[config.mk]
export PLATFORM = sky130hd
export DESIGN_NAME = linkWakeCtl
export DESIGN_NICKNAME = d
export VERILOG_FILES = /design/src/rtl/linkWakePkg.sv /design/src/rtl/linkWakeDatapath.sv /design/src/rtl/linkWakeControl.sv /design/src/rtl/linkWakeCtl.sv
export SDC_FILE = /design/constraint.sdc
export NUM_CORES = 1
export LEC_CHECK = 0
export ABC_CLOCK_PERIOD_IN_PS = 1300
export BUFFER_PORTS_ARGS = -buffer_cell sky130_fd_sc_hd__buf_4
export CAP_MARGIN = 20
export CELL_PAD_IN_SITES_DETAIL_PLACEMENT = 2
export CELL_PAD_IN_SITES_GLOBAL_PLACEMENT = 2
export CORE_UTILIZATION = 25
export CTS_CLUSTER_DIAMETER = 50
export DETAILED_ROUTE_END_ITERATION = 8
export GPL_ROUTABILITY_DRIVEN = 0
export GPL_TIMING_DRIVEN = 0
export PLACE_DENSITY = 0.85
export SLEW_MARGIN = 20
export SYNTH_ARGS = -nofsm -noshare
export SYNTH_HDL_FRONTEND = slang
export SYNTH_HIERARCHICAL = 1
export SYNTH_SLANG_ARGS = --single-unit
[constraint.sdc]
create_clock -name clk -period 1.3 [get_ports clk]
set_input_delay 0 -clock clk [delete_from_list [all_inputs] [get_ports clk]]
set_output_delay 0 -clock clk [all_outputs]
set_load 0.03 [all_outputs]
[src/rtl/linkWakePkg.sv]
package linkWakePkg;

  typedef enum logic [1:0] {
    PWR_RUN      = 2'd0,
    PWR_LIGHT    = 2'd1,
    PWR_DEEP     = 2'd2,
    PWR_DEEPWAKE = 2'd3
  } pwrState_t;

  // strobes from control to datapath
  typedef struct packed {
    logic captureEof;  // deep sleep entered: freeze eof-seen flag
    logic markLight;   // light wake: message intact
    logic markDeep;    // deep wake: intact = frozen eof flag
  } dpStrobe_t;

endpackage

[src/rtl/linkWakeDatapath.sv]
module linkWakeDatapath
  import linkWakePkg::*;
#(
  parameter int SYNC_STAGES = 2,
  parameter int VECTOR_W    = 8,
  parameter logic [VECTOR_W-1:0] NMI_CODE = 8'h20
) (
  input  logic                clk,
  input  logic                rst,
  input  logic                busRx,
  input  logic                eofReadStb,
  input  dpStrobe_t           stb,
  input  logic                nmiActive,
  output logic                riseDet,
  output logic                rxIntact,
  output logic [VECTOR_W-1:0] nmiVector
);

  localparam int LAST = SYNC_STAGES - 1;

  logic [SYNC_STAGES-1:0] syncQ;
  logic syncLvl;
  logic lastLvl;
  logic anyEdge;
  logic eofSeen;
  logic eofAtEntry;
  logic intactQ;

  for (genvar g = 0; g < SYNC_STAGES; g++) begin : gSync
    if (g == 0) begin : gFirst
      always_ff @(posedge clk) begin
        if (rst) syncQ[0] <= 1'b0;
        else     syncQ[0] <= busRx;
      end
    end else begin : gNext
      always_ff @(posedge clk) begin
        if (rst) syncQ[g] <= 1'b0;
        else     syncQ[g] <= syncQ[g-1];
      end
    end
  end

  assign syncLvl = syncQ[LAST];

  always_ff @(posedge clk) begin
    if (rst) lastLvl <= 1'b0;
    else     lastLvl <= syncLvl;
  end

  assign riseDet = syncLvl & ~lastLvl;
  assign anyEdge = syncLvl ^ lastLvl;

  // bus activity beats a simultaneous status read
  always_ff @(posedge clk) begin
    if (rst)             eofSeen <= 1'b0;
    else if (anyEdge)    eofSeen <= 1'b0;
    else if (eofReadStb) eofSeen <= 1'b1;
  end

  always_ff @(posedge clk) begin
    if (rst)                 eofAtEntry <= 1'b0;
    else if (stb.captureEof) eofAtEntry <= eofSeen;
  end

  always_ff @(posedge clk) begin
    if (rst)                intactQ <= 1'b0;
    else if (stb.markLight) intactQ <= 1'b1;
    else if (stb.markDeep)  intactQ <= eofAtEntry;
  end

  assign rxIntact  = intactQ;
  assign nmiVector = nmiActive ? NMI_CODE : '0;

endmodule

[src/rtl/linkWakeControl.sv]
module linkWakeControl
  import linkWakePkg::*;
(
  input  logic      clk,
  input  logic      rst,
  input  logic      cpuWaitStb,
  input  logic      deepModeSel,
  input  logic      txBusy,
  input  logic      wakeAck,
  input  logic      riseDet,
  output dpStrobe_t stb,
  output logic      linkClkEn,
  output logic      txInhibit,
  output logic      wakeIrq,
  output logic      nmiReq,
  output logic      sleepErr
);

  pwrState_t state, stateNxt;
  logic sleepOk;
  logic badSleep;
  logic lightWake;

  assign sleepOk   = (state == PWR_RUN) && cpuWaitStb && !txBusy;
  assign badSleep  = (state == PWR_RUN) && cpuWaitStb && txBusy;
  assign lightWake = (state == PWR_LIGHT) && riseDet;

  always_comb begin
    stateNxt = state;
    stb      = '0;
    unique case (state)
      PWR_RUN: begin
        if (sleepOk) begin
          stateNxt       = deepModeSel ? PWR_DEEP : PWR_LIGHT;
          stb.captureEof = deepModeSel;
        end
      end
      PWR_LIGHT: begin
        if (riseDet) begin
          stateNxt      = PWR_RUN;
          stb.markLight = 1'b1;
        end
      end
      PWR_DEEP: begin
        if (riseDet) begin
          stateNxt     = PWR_DEEPWAKE;
          stb.markDeep = 1'b1;
        end
      end
      PWR_DEEPWAKE: begin
        if (wakeAck) stateNxt = PWR_RUN;
      end
      default: stateNxt = PWR_RUN;
    endcase
  end

  always_ff @(posedge clk) begin
    if (rst) state <= PWR_RUN;
    else     state <= stateNxt;
  end

  always_ff @(posedge clk) begin
    if (rst)            wakeIrq <= 1'b0;
    else if (lightWake) wakeIrq <= 1'b1;
    else if (wakeAck)   wakeIrq <= 1'b0;
  end

  always_ff @(posedge clk) begin
    if (rst)           sleepErr <= 1'b0;
    else if (badSleep) sleepErr <= 1'b1;
    else if (wakeAck)  sleepErr <= 1'b0;
  end

  assign linkClkEn = !((state == PWR_DEEP) || (state == PWR_DEEPWAKE));
  assign txInhibit = (state != PWR_RUN);
  assign nmiReq    = (state == PWR_DEEPWAKE);

endmodule

[src/rtl/linkWakeCtl.sv]
module linkWakeCtl
  import linkWakePkg::*;
#(
  parameter int SYNC_STAGES = 2,
  parameter int VECTOR_W    = 8,
  parameter logic [VECTOR_W-1:0] NMI_CODE = 8'h20
) (
  input  logic                clk,
  input  logic                rst,
  input  logic                busRx,
  input  logic                cpuWaitStb,
  input  logic                deepModeSel,
  input  logic                txBusy,
  input  logic                eofReadStb,
  input  logic                wakeAck,
  output logic                linkClkEn,
  output logic                txInhibit,
  output logic                wakeIrq,
  output logic                nmiReq,
  output logic [VECTOR_W-1:0] nmiVector,
  output logic                rxIntact,
  output logic                sleepErr
);

  dpStrobe_t stb;
  logic riseDet;

  linkWakeControl uCtl (
    .clk        (clk),
    .rst        (rst),
    .cpuWaitStb (cpuWaitStb),
    .deepModeSel(deepModeSel),
    .txBusy     (txBusy),
    .wakeAck    (wakeAck),
    .riseDet    (riseDet),
    .stb        (stb),
    .linkClkEn  (linkClkEn),
    .txInhibit  (txInhibit),
    .wakeIrq    (wakeIrq),
    .nmiReq     (nmiReq),
    .sleepErr   (sleepErr)
  );

  linkWakeDatapath #(
    .SYNC_STAGES(SYNC_STAGES),
    .VECTOR_W   (VECTOR_W),
    .NMI_CODE   (NMI_CODE)
  ) uDp (
    .clk       (clk),
    .rst       (rst),
    .busRx     (busRx),
    .eofReadStb(eofReadStb),
    .stb       (stb),
    .nmiActive (nmiReq),
    .riseDet   (riseDet),
    .rxIntact  (rxIntact),
    .nmiVector (nmiVector)
  );

endmodule

==> results.yml <==
outcome:
  outcome: "finished clean"
layout:
  fin_cells: 109
  area_delta_synth_final_pct: 45.6
  final_common_cell: "buf_4"
  layout_common_cells: "23 x buf_4, 9 x dfxtp_1, 7 x conb_1, 4 x nor2_1, 4 x nor2b_1"
  n_antenna_cell: 0
  drive_gt1_share_pct: 45.1
  seq_area_um2: 201
  final_util_pct: 38.5
  multi_input_area_um2: 246
  num-fill-cells: 241
  nets: 92
logic_synthesis:
  synth_top_cell_by_area: "dfxtp_1"
  ys.flop_type: "dfxtp_1"
  syn_inst: 55
  synth_edf_count: 0
  ys_types: 25
  async_reset_ff_share_pct: 0
  synthesis.area_um2: 513
  synth.top_cells.by_area: "dfxtp_1 39%, buf_4 13%, mux2i_1 5.9%, nor2b_1 4.9%, nor3b_1 4.4%"
  yosysTopAreaCellShare_pct: 39.0
  syn_avg_cell_area_um2: 9.33
  ys_seq_area_share_pct: 39.0
  yosys_warnings: 6
  synth_seq_cells: 10
cts:
  root_buffer: "clkbuf_4"
  htree_levels: 1
  clk_pin_slew_ns: 0.06
  clk_latency_ns: 0.26
  cts.sinks: 10
  cts_tree: "done"
  post_cts.repair.setup_buffers: 0
  clockBufferDepth: 2
  cts_made_buffers: 3
detailed_routing:
  drc: 0
  drt-total-wl_mm: 1.20
  drt-vias-per-instance: 4.16
  vias: 453
  wl_per_cell_um: 11.0
  drtAntennaViolNets: 0
  dr.pass1.iters: 1
  dr.first_iter.drc_count: 0
setup_path:
  path_delay_family: "buffers and inverters"
  cp_max_fo: 1
  path_cells: "dlygate4sd3_1 > buf_4 > nor2b_1 > dlygate4sd3_1"
  cpPeakStageDelay_ns: 0.55
  required_ns: 1.45
  crit_buf_inv: 3
  start_kind: "input pin"
  arrival_ns: 1.33
  worst_setup_path_end_kind: "flop"
  critPathMostFrequentCell: "dlygate4sd3_1"
  crit_slowest_cell: "dlygate4sd3_1"
  ff2ff_setup_slack_ns: 0.12
  critical_path_class: "in2reg"
global_route:
  grt_max_degree: 11
  grt_pass1_vias: 455
  grt_pass1_wl_mm: 1.86
  track_usage_pct: 12.3
  antenna_found_initial: 0
  grt_overflow: 0
sta:
  clock_skew_ns: 0.00515
  setup_viol: 0
  max_clock_freq_ghz: 0.847
  setup_tns_ns: 0
  hold_viol_final: 0
  rsz0062_at_grt: "false"
  setup_ws_ns: 0.120
  post-route-period-util_pct: 90.8
  drv_slew: 0
  period_needed_ns: 1.18
placed_design:
  port_buffers: 14
  dp_hpwl_um: 911
  post-place-ws_ns: 0.0591
  dpl.cell_count: 102
floorplanning:
  fp.dieW_um: 47.3
  die_y_um: 47.3
  rows: 16
  core_area_um2: 1940
  io_pins: 22
  dieArea_um2: 2240
  start_util_pct: 26.4
power_and_ir_drop:
  power_density_nw_per_um2: 1020
  ir_drop_mv: 0.471
  leakage_nw: 0.344
worst_hold_path:
  hold_path.class: "in2reg"
run:
  maxCapViolCount: 0
-- kinds of logic after synthesis --
group / after synthesis / share of synthesized area (%)
simple gates: 20 / 23.7
buf+inv: 14 / 18.3
flops: 10 / 39.0
compound gates: 6 / 10.0
mux: 3 / 5.85
fa+ha+maj: 1 / 2.44
other cells: 1 / 0.731
-- cell type report --
type                            instances  area share (%)
Sequential cell                        10            27.0
Buffer                                 10            10.6
Multi-Input combinational cell         37            33.0
Inverter                                4            2.01
Tap cell                               27            4.52
Clock buffer                            4            4.86
Timing Repair Buffer                   17            18.1
-- layer usage --
metal	track usage [%]	vias up	wire length, um
li1	-	217	-
met5	0	-	0
met1	11.9	215	461
met4	8.57	0	19
met2	23.0	19	651
met3	2.31	2	63
-- final timing paths --
check	startpoint	endpoint	cells after the start
worst max-delay path	busRx	uDp/syncQ[0]	4
worst min-delay path	eofReadStb	uDp/eofSeen	3
worst max register to register	uDp/lastLvl	uDp/rxIntact	5
worst min register to register	uDp/syncQ[0]	uDp/syncLvl	1
-- per-stage QoR --
| step | power (mW) | instance area [um^2] | hold WS [ns] |
|---|---|---|---|
| floorplan | 0.438 | 536 | 0.0669 |
| global placement | 0.480 | 674 | 0.215 |
| detailed placement | 0.483 | 674 | 0.219 |
| CTS | 0.775 | 741 | 0.0378 |
| global route | 0.800 | 747 | 0.0458 |
| finish | 0.762 | 747 | 0.0416 |
-- cells in the mapped netlist, types with 2 or more instances --
master	count
dfxtp_1	10
buf_4	9
nor2_1	4
nor2b_1	4
inv_1	3
mux2i_1	3
nor3b_1	3
nand2_1	2
-- registers in the layout, summed over array words and instances, names as in the netlist --
name	count
uDp/syncQ	1
uDp/rxIntact	1
uDp/eofAtEntry	1
uCtl/wakeIrq	1
uDp/lastLvl	1
uCtl/sleepErr	1
uCtl/state	2
uDp/eofSeen	1
uDp/syncLvl	1
-- power by group --
part,leakage [nW],internal (mW),switching [mW]
combinational,0.240,0.0732,0.0832
sequential,0.0822,0.319,0.00834
clock,0.0210,0.170,0.108
-- tightest hold or removal path, stage by stage --
cell and delay (ns):
buf_4 0.11, nor2_1 0.09, nor3b_1 0.06
-- what timing repair did --
action                     CTS  global route
setup endpoints to repair    0             1
hold buffers                 3             0
gates resized for setup      0             2
hold endpoints to repair     7             0
Power figures use the tool's default switching activity.
